**src/rtl/dir_dup_pkg.sv**
```systemverilog
package dir_dup_pkg;

    // Compact bus-side line state codes
    localparam logic [1:0] BST_NONE = 2'b00;   // no node holds the line
    localparam logic [1:0] BST_SHRD = 2'b01;   // one or more read-only holders
    localparam logic [1:0] BST_DREM = 2'b10;   // a remote node owns a dirty copy
    localparam logic [1:0] BST_RSVD = 2'b11;   // never produced

    typedef enum logic {
        ENG_IDLE = 1'b0,
        ENG_FILL = 1'b1
    } eng_mode_e;

    // Derive the compact code from the owner flag and the OR of the presence map
    function automatic logic [1:0] bst_of(input logic owner, input logic any_present);
        if (owner) begin
            return BST_DREM;
        end else if (any_present) begin
            return BST_SHRD;
        end
        return BST_NONE;
    endfunction

endpackage

```
**src/rtl/dir_bus_state.sv**
```systemverilog
module dir_bus_state
    import dir_dup_pkg::*;
#(
    parameter int LINE_AW = 10
) (
    input  logic               clk,
    input  logic               rst_n,
    input  logic [LINE_AW-1:0] rd_addr,
    output logic [1:0]         rd_state,
    input  logic               wr_en,
    input  logic [LINE_AW-1:0] wr_addr,
    input  logic [1:0]         wr_state
);

    localparam int LINES = 1 << LINE_AW;

    logic [1:0] st_q [LINES];

    assign rd_state = st_q[rd_addr];

    always_ff @(posedge clk or negedge rst_n) begin
        if (!rst_n) begin
            for (int i = 0; i < LINES; i++) begin
                st_q[i] <= BST_NONE;
            end
        end else if (wr_en) begin
            st_q[wr_addr] <= wr_state;
        end
    end

    // the reserved code never enters the compact array
    assert_wr_legal_R4: assert property (@(posedge clk) disable iff (!rst_n)
        wr_en |-> (wr_state != BST_RSVD));

endmodule

```
**src/rtl/dir_entry_cache.sv**
```systemverilog
module dir_entry_cache #(
    parameter int SET_AW = 4,
    parameter int TAG_W  = 6,
    parameter int ENT_W  = 17
) (
    input  logic              clk,
    input  logic              rst_n,
    input  logic [SET_AW-1:0] rd_idx,
    output logic              rd_valid,
    output logic [TAG_W-1:0]  rd_tag,
    output logic [ENT_W-1:0]  rd_data,
    input  logic              wr_en,
    input  logic [SET_AW-1:0] wr_idx,
    input  logic [TAG_W-1:0]  wr_tag,
    input  logic [ENT_W-1:0]  wr_data
);

    localparam int SETS = 1 << SET_AW;

    logic [SETS-1:0]  vld_q;
    logic [TAG_W-1:0] tag_q [SETS];
    logic [ENT_W-1:0] dat_q [SETS];

    assign rd_valid = vld_q[rd_idx];
    assign rd_tag   = tag_q[rd_idx];
    assign rd_data  = dat_q[rd_idx];

    always_ff @(posedge clk or negedge rst_n) begin
        if (!rst_n) begin
            vld_q <= '0;
        end else if (wr_en) begin
            vld_q[wr_idx] <= 1'b1;
        end
    end

    always_ff @(posedge clk) begin
        if (wr_en) begin
            tag_q[wr_idx] <= wr_tag;
            dat_q[wr_idx] <= wr_data;
        end
    end

endmodule

```
**src/rtl/dir_bus_port.sv**
```systemverilog
module dir_bus_port
    import dir_dup_pkg::*;
(
    input  logic       clk,
    input  logic       rst_n,
    input  logic       bus_req,
    input  logic [1:0] rd_state,
    output logic       bus_rdy,
    output logic       bus_rsp_vld,
    output logic [1:0] bus_state
);

    typedef struct packed {
        logic       busy;
        logic       vld;
        logic [1:0] st;
    } bp_s;

    bp_s  q, d;
    logic acc;

    assign bus_rdy     = !q.busy;
    assign acc         = bus_req && !q.busy;
    assign bus_rsp_vld = q.vld;
    assign bus_state   = q.st;

    always_comb begin
        d      = q;
        d.busy = acc;
        d.vld  = acc;
        if (acc) begin
            d.st = rd_state;
        end
    end

    always_ff @(posedge clk or negedge rst_n) begin
        if (!rst_n) begin
            q <= '0;
        end else begin
            q <= d;
        end
    end

    // accepted lookups are at least two cycles apart
    assert_bus_spacing_R2: assert property (@(posedge clk) disable iff (!rst_n)
        (bus_req && bus_rdy) |=> !(bus_req && bus_rdy));

    // a response follows every accepted lookup
    assert_bus_resp_R3: assert property (@(posedge clk) disable iff (!rst_n)
        (bus_req && bus_rdy) |=> bus_rsp_vld);

endmodule

```
**src/rtl/dir_eng_ctrl.sv**
```systemverilog
module dir_eng_ctrl
    import dir_dup_pkg::*;
#(
    parameter int LINE_AW = 10,
    parameter int SET_AW  = 4,
    parameter int NODES   = 16
) (
    input  logic                        clk,
    input  logic                        rst_n,
    input  logic                        eng_req,
    input  logic                        eng_we,
    input  logic [LINE_AW-1:0]          eng_addr,
    input  logic [NODES:0]              eng_wdata,
    output logic                        eng_rdy,
    output logic                        eng_done,
    output logic [NODES:0]              eng_rdata,
    output logic                        mem_req,
    output logic                        mem_we,
    output logic [LINE_AW-1:0]          mem_addr,
    output logic [NODES:0]              mem_wdata,
    input  logic                        mem_rvalid,
    input  logic [NODES:0]              mem_rdata,
    output logic [SET_AW-1:0]           c_rd_idx,
    input  logic                        c_rd_valid,
    input  logic [LINE_AW-SET_AW-1:0]   c_rd_tag,
    input  logic [NODES:0]              c_rd_data,
    output logic                        c_wr_en,
    output logic [SET_AW-1:0]           c_wr_idx,
    output logic [LINE_AW-SET_AW-1:0]   c_wr_tag,
    output logic [NODES:0]              c_wr_data,
    output logic                        b_wr_en,
    output logic [LINE_AW-1:0]          b_wr_addr,
    output logic [1:0]                  b_wr_state
);

    localparam int ENT_W = NODES + 1;
    localparam int TAG_W = LINE_AW - SET_AW;

    typedef struct packed {
        eng_mode_e          mode;
        logic               done;
        logic [ENT_W-1:0]   rdata;
        logic               mreq;
        logic               mwe;
        logic [LINE_AW-1:0] maddr;
        logic [ENT_W-1:0]   mwdata;
    } ec_s;

    ec_s  q, d;
    logic hit;
    logic accept;

    assign eng_rdy   = (q.mode == ENG_IDLE);
    assign accept    = eng_req && eng_rdy;
    assign eng_done  = q.done;
    assign eng_rdata = q.rdata;
    assign mem_req   = q.mreq;
    assign mem_we    = q.mwe;
    assign mem_addr  = q.maddr;
    assign mem_wdata = q.mwdata;

    assign c_rd_idx = eng_addr[SET_AW-1:0];
    assign hit      = c_rd_valid && (c_rd_tag == eng_addr[LINE_AW-1:SET_AW]);

    always_comb begin
        d          = q;
        d.done     = 1'b0;
        d.mreq     = 1'b0;
        c_wr_en    = 1'b0;
        c_wr_idx   = eng_addr[SET_AW-1:0];
        c_wr_tag   = eng_addr[LINE_AW-1:SET_AW];
        c_wr_data  = eng_wdata;
        b_wr_en    = 1'b0;
        b_wr_addr  = eng_addr;
        b_wr_state = bst_of(eng_wdata[NODES], |eng_wdata[NODES-1:0]);
        unique case (q.mode)
            ENG_IDLE: begin
                if (eng_req) begin
                    if (eng_we) begin
                        c_wr_en  = 1'b1;
                        b_wr_en  = 1'b1;
                        d.mreq   = 1'b1;
                        d.mwe    = 1'b1;
                        d.maddr  = eng_addr;
                        d.mwdata = eng_wdata;
                        d.done   = 1'b1;
                    end else if (hit) begin
                        d.done  = 1'b1;
                        d.rdata = c_rd_data;
                    end else begin
                        d.mreq  = 1'b1;
                        d.mwe   = 1'b0;
                        d.maddr = eng_addr;
                        d.mode  = ENG_FILL;
                    end
                end
            end
            ENG_FILL: begin
                if (mem_rvalid) begin
                    c_wr_en   = 1'b1;
                    c_wr_idx  = q.maddr[SET_AW-1:0];
                    c_wr_tag  = q.maddr[LINE_AW-1:SET_AW];
                    c_wr_data = mem_rdata;
                    d.done    = 1'b1;
                    d.rdata   = mem_rdata;
                    d.mode    = ENG_IDLE;
                end
            end
            default: d.mode = ENG_IDLE;
        endcase
    end

    always_ff @(posedge clk or negedge rst_n) begin
        if (!rst_n) begin
            q <= '0;
        end else begin
            q <= d;
        end
    end

    // every accepted write reaches the backing store next cycle
    assert_write_through_R6: assert property (@(posedge clk) disable iff (!rst_n)
        (accept && eng_we) |=> (mem_req && mem_we && mem_addr == $past(eng_addr)
                                && mem_wdata == $past(eng_wdata)));

    // a hit completes next cycle without a backing-store access
    assert_hit_fast_R7: assert property (@(posedge clk) disable iff (!rst_n)
        (accept && !eng_we && hit) |=> (eng_done && !mem_req));

    // the fill returns exactly what the backing store delivered
    assert_fill_return_R8: assert property (@(posedge clk) disable iff (!rst_n)
        (!eng_rdy && mem_rvalid) |=> (eng_done && eng_rdy && eng_rdata == $past(mem_rdata)));

    // a miss issues a backing-store read and blocks the port
    assert_miss_fetch_R8: assert property (@(posedge clk) disable iff (!rst_n)
        (accept && !eng_we && !hit) |=> (mem_req && !mem_we && !eng_rdy));

endmodule

```
**src/rtl/dir_dup_cache.sv**
```systemverilog
module dir_dup_cache
    import dir_dup_pkg::*;
#(
    parameter int NODES   = 16,
    parameter int LINE_AW = 10,
    parameter int SET_AW  = 4
) (
    input  logic               clk,
    input  logic               rst_n,
    input  logic               bus_req,
    input  logic [LINE_AW-1:0] bus_addr,
    output logic               bus_rdy,
    output logic               bus_rsp_vld,
    output logic [1:0]         bus_state,
    input  logic               eng_req,
    input  logic               eng_we,
    input  logic [LINE_AW-1:0] eng_addr,
    input  logic [NODES:0]     eng_wdata,
    output logic               eng_rdy,
    output logic               eng_done,
    output logic [NODES:0]     eng_rdata,
    output logic               mem_req,
    output logic               mem_we,
    output logic [LINE_AW-1:0] mem_addr,
    output logic [NODES:0]     mem_wdata,
    input  logic               mem_rvalid,
    input  logic [NODES:0]     mem_rdata
);

    localparam int ENT_W = NODES + 1;
    localparam int TAG_W = LINE_AW - SET_AW;

    logic [1:0]         rd_state;
    logic [SET_AW-1:0]  c_rd_idx;
    logic               c_rd_valid;
    logic [TAG_W-1:0]   c_rd_tag;
    logic [ENT_W-1:0]   c_rd_data;
    logic               c_wr_en;
    logic [SET_AW-1:0]  c_wr_idx;
    logic [TAG_W-1:0]   c_wr_tag;
    logic [ENT_W-1:0]   c_wr_data;
    logic               b_wr_en;
    logic [LINE_AW-1:0] b_wr_addr;
    logic [1:0]         b_wr_state;

    dir_bus_state #(.LINE_AW(LINE_AW)) u_bst (
        .clk      (clk),
        .rst_n    (rst_n),
        .rd_addr  (bus_addr),
        .rd_state (rd_state),
        .wr_en    (b_wr_en),
        .wr_addr  (b_wr_addr),
        .wr_state (b_wr_state)
    );

    dir_bus_port u_port (
        .clk         (clk),
        .rst_n       (rst_n),
        .bus_req     (bus_req),
        .rd_state    (rd_state),
        .bus_rdy     (bus_rdy),
        .bus_rsp_vld (bus_rsp_vld),
        .bus_state   (bus_state)
    );

    dir_entry_cache #(.SET_AW(SET_AW), .TAG_W(TAG_W), .ENT_W(ENT_W)) u_cache (
        .clk      (clk),
        .rst_n    (rst_n),
        .rd_idx   (c_rd_idx),
        .rd_valid (c_rd_valid),
        .rd_tag   (c_rd_tag),
        .rd_data  (c_rd_data),
        .wr_en    (c_wr_en),
        .wr_idx   (c_wr_idx),
        .wr_tag   (c_wr_tag),
        .wr_data  (c_wr_data)
    );

    dir_eng_ctrl #(.LINE_AW(LINE_AW), .SET_AW(SET_AW), .NODES(NODES)) u_eng (
        .clk        (clk),
        .rst_n      (rst_n),
        .eng_req    (eng_req),
        .eng_we     (eng_we),
        .eng_addr   (eng_addr),
        .eng_wdata  (eng_wdata),
        .eng_rdy    (eng_rdy),
        .eng_done   (eng_done),
        .eng_rdata  (eng_rdata),
        .mem_req    (mem_req),
        .mem_we     (mem_we),
        .mem_addr   (mem_addr),
        .mem_wdata  (mem_wdata),
        .mem_rvalid (mem_rvalid),
        .mem_rdata  (mem_rdata),
        .c_rd_idx   (c_rd_idx),
        .c_rd_valid (c_rd_valid),
        .c_rd_tag   (c_rd_tag),
        .c_rd_data  (c_rd_data),
        .c_wr_en    (c_wr_en),
        .c_wr_idx   (c_wr_idx),
        .c_wr_tag   (c_wr_tag),
        .c_wr_data  (c_wr_data),
        .b_wr_en    (b_wr_en),
        .b_wr_addr  (b_wr_addr),
        .b_wr_state (b_wr_state)
    );

    // the reserved code is never reported on the bus side
    assert_no_reserved_R4: assert property (@(posedge clk) disable iff (!rst_n)
        bus_rsp_vld |-> (bus_state != BST_RSVD));

endmodule

```
**config.mk**
```make
export PLATFORM = sky130hd
export DESIGN_NAME = dir_dup_cache
export DESIGN_NICKNAME = d
export VERILOG_FILES = /design/src/rtl/dir_dup_pkg.sv /design/src/rtl/dir_bus_state.sv /design/src/rtl/dir_entry_cache.sv /design/src/rtl/dir_bus_port.sv /design/src/rtl/dir_eng_ctrl.sv /design/src/rtl/dir_dup_cache.sv
export SDC_FILE = /design/constraint.sdc
export NUM_CORES = 2
export LEC_CHECK = 0
export BUFFER_PORTS_ARGS = -buffer_cell sky130_fd_sc_hd__buf_4
export CORE_UTILIZATION = 32
export CTS_BUF_LIST = sky130_fd_sc_hd__clkbuf_4 sky130_fd_sc_hd__clkbuf_8
export CTS_CLUSTER_SIZE = 25
export DETAILED_ROUTE_END_ITERATION = 10
export SKIP_CTS_REPAIR_TIMING = 1
export SLEW_MARGIN = 15
export SYNTH_ARGS = -nofsm -noshare
export SYNTH_HDL_FRONTEND = slang
export SYNTH_SLANG_ARGS = --single-unit
```
**constraint.sdc**
```tcl
create_clock -name clk -period 9.3 [get_ports clk]
set_clock_uncertainty 0.05 [all_clocks]
set_input_delay 2.325 -clock clk [delete_from_list [all_inputs] [get_ports clk]]
set_output_delay 2.325 -clock clk [all_outputs]
set_load 0.05 [all_outputs]
```
==> impl_metrics.py <==
metrics = {
    "floorplanning": {
        "core_area_mm2": 0.356,
        "io_pins": 112,
        "initial_core_util": 0.321,
        "num_rows": 219,
        "dieArea_mm2": 0.360,
        "die_h_um": 600,
        "die_w_um": 600,
    },
    "clock_network": {
        "clkLatencyLatePin_ns": 1.03,
        "cts.clk_slew.worst_paths_ns": 0.07,
        "cts_buffer_depth": 4,
        "cts_made_buffers": 422,
        "cts_tree": "built",
        "clock_sinks": 2483,
        "cts_root_buf": "clkbuf_8",
        "cts_max_level": 5,
    },
    "power_and_ir_drop": {
        "vdd_ir_drop_max_uv": 154,
        "leakagePower_nw": 56.2,
        "switching_share": 0.256,
        "power_density_mw_per_mm2": 184,
        "p_comb_frac": 0.071,
        "intPower_w": 0.0177,
        "power_switching_w": 0.00609,
        "clockPowerShare": 0.454,
        "seqPwrFrac": 0.475,
    },
    "final_layout": {
        "seq_area_mm2": 0.0640,
        "area_growth_pct": 12.8,
        "drive_gt1_frac": 0.237,
        "multi_input_area_mm2": 0.0467,
        "fin_nets": 9700,
        "nFillCells": 34500,
    },
    "synth": {
        "netlist-cell-type-count": 63,
        "synthTopCellsByCount": "2115 x dfrtp_1, 1793 x nand2_1, 1526 x o21ai_0",
        "netlist.area_leader.share": 0.463,
        "synthTopCellsByArea": "dfrtp_1 46%, mux4_2 11%, edfxtp_1 9.7%",
        "async_flop_share": 0.852,
        "synth.avg_cell_area_um2": 11.5,
        "syn_nets": 9968,
        "synth_edf_count": 368,
        "netlist_area_mm2": 0.114,
        "yosys_warnings": 0,
        "ys_seq_area_frac": 0.559,
        "synth-seq-cells": 2483,
        "syn_inst": 9908,
        "yosysMostFrequentCell": "dfrtp_1",
        "synth_top_area_cell": "dfrtp_1",
        "ys.flop_type": "dfrtp_1",
    },
    "detailed_routing": {
        "ant_nets": 0,
        "dr.pass1.iters": 9,
        "initialDrtViolationCount": 9951,
        "dr.max_layer_used": "met5",
        "wirelength_um": 380000,
        "drcViolationCount": 12,
        "avgViaCountPerCell": 5.64,
        "wl_met1_um": 159000,
        "wl_met2_um": 174000,
        "route.met3.wl_um": 32300,
        "post_drt_wl_per_cell_um": 25.8,
        "num_vias": 83200,
    },
    "global_route": {
        "grt_first_pass_wirelength_um": 566000,
        "grt_use_total": 0.209,
        "globalRoute.totalOverflow": 0,
        "grt_pass1_vias": 82100,
        "antenna_found_initial": 28,
        "grt_max_degree": 172,
    },
    "critical_path": {
        "worstPathArrival_ns": 6.97,
        "worst_path_max_delay_cell": "nor4_1",
        "crit_path_end": "u_port.bus_state[1]",
        "cp_max_fo": 62,
        "critPathKind": "in -> reg",
        "reg2reg_setup_slack_ns": 4.85,
        "path_cells": "buf_8 > buf_12 > buf_4 > mux4_2 > a22oi_1 > a21oi_1 > nor4_1 > o211ai_1 > o21ai_0 > nor2_1 > a221o_1",
        "rr_endpoint": "u_bst.st_q[185]",
        "start_kind": "input port",
        "reg2reg_depth": 7,
        "worst_ep_required_time_ns": 10.16,
        "crit_start": "bus_addr[0]",
        "slowest_delay_ns": 1.08,
        "cp-end-kind": "flop",
        "timing.rr.start": "u_eng.q[47]",
    },
    "sta": {
        "setup_tns_ns": 0,
        "hold_violations": 0,
        "min_period_over_period": 0.657,
        "worst_pin_slew_ns": 1.26,
        "setup_slack_ns": 3.19,
        "max_freq_mhz": 164,
        "final_max_slew_viol_count": 0,
        "fin_crit_ns": 6.11,
        "maxSlewHeadroom": 0.152,
        "finalSetupViolCount": 0,
        "rsz0062_at_grt": "no",
        "holdWs_ns": 0.414,
    },
    "flow_run": {
        "drv_cap": 0,
    },
    "place": {
        "place.gp.congestion": 0.806,
        "hpwl_um": 207000,
        "dp_slack_ns": 2.34,
        "portBuffers": 111,
    },
    "status": {
        "status": "complete, but fails checks",
        "violations": "DRC",
    },
    "worst_hold_path": {
        "hold_path.class": "reg -> reg",
    },
}
==> power groups by stage <==
stage	Clock (W)	Combinational, W	Sequential [W]
global placement	0	0.00168	0.0115
CTS	0.0109	0.00169	0.0113
detailed placement	0	0.00169	0.0115
global route	0.0114	0.00179	0.0113
floorplan	0	0.00101	0.0115
finish	0.0108	0.00169	0.0113
==> layer usage <==
metal	vias up	global-route usage
met2	3783	0.325
met1	42900	0.288
met3	773	0.0401
li1	35700	-
met4	6	0.0796
met5	-	0
==> worst min-delay path by stage <==
stage / to / slack [ns] / start / cells after the start
after floorplan: u_cache.vld_q[10] / 0.38 / u_cache.vld_q[10] / 1
after global placement: u_cache.vld_q[14] / 0.40 / u_cache.vld_q[14] / 1
after detailed placement: u_cache.vld_q[14] / 0.40 / u_cache.vld_q[14] / 1
after CTS: u_cache.vld_q[2] / 0.41 / u_cache.vld_q[2] / 1
after global routing: u_cache.vld_q[4] / 0.43 / u_cache.vld_q[4] / 1
final: u_cache.vld_q[14] / 0.41 / u_cache.vld_q[14] / 1
==> cells in the final DEF (no fill, tap or decap), drive strengths merged, types with 20 or more instances in the layout <==
cell / n
a211oi: 40
nand2: 1794
nor3: 27
o22ai: 52
a22oi: 52
dfrtp: 2115
nand2b: 20
mux4: 535
buf: 331
o221ai: 87
edfxtp: 368
nor2: 139
o21ai: 1526
or2: 20
inv: 51
nand3: 514
o31ai: 511
mux2: 563
clkbuf: 689
clkinv: 66
mux2i: 216
a21oi: 77
==> critical path: cells and delay by family <==
family | cells | cell delay, ns
AND/OR/NAND/NOR | 2 | 1.28
AO/OA/AOI/OAI | 5 | 1.15
buffers and inverters | 3 | 1.48
multiplexers | 1 | 0.54
==> flip-flops by register name (all words and copies together), names as in the netlist <==
signal / flops
u_bst.st_q: 2048
u_cache.dat_q: 272
u_cache.tag_q: 96
u_cache.vld_q: 16
u_eng.eng_done: 1
u_eng.eng_rdata: 17
u_eng.mem_addr: 10
u_eng.mem_req: 1
u_eng.mem_wdata: 17
u_eng.mem_we: 1
u_eng.q: 1
u_port.bus_state: 2
u_port.q: 1
==> final cells by class <==
class / count / area share
Antenna cell: 13 / 0.000252
Clock buffer: 689 / 0.0668
Clock inverter: 87 / 0.00539
Inverter: 42 / 0.00123
Multi-Input combinational cell: 6360 / 0.362
Sequential cell: 2483 / 0.496
Tap cell: 4751 / 0.0461
Timing Repair Buffer: 331 / 0.0228
==> logic make-up (layout without fill, tap and decap cells) <==
logic type / after synthesis / in the layout / synth area share
AOI/OAI and AO/OA: 2444 / 2444 / 0.127
xor gates and xnor gates: 6 / 6 / 0.000459
buffers and inverters: 1065 / 1149 / 0.0395
DFF: 2483 / 2483 / 0.559
other: 0 / 13 / 0
and+or+nand+nor: 2596 / 2596 / 0.0942
muxes: 1314 / 1314 / 0.180
==> per-stage QoR <==
step,area (um^2),util,total power (W),cells
2_1_floorplan,114000,-,0.0125,9908
3_3_place_gp,120000,0.336,0.0132,14000
3_5_place_dp,120000,0.336,0.0132,14000
4_1_cts,129000,0.362,0.0239,14700
5_1_grt,129000,0.362,0.0245,14700
6_report,129000,0.363,0.0238,14800
Power figures use the tool's default switching activity.
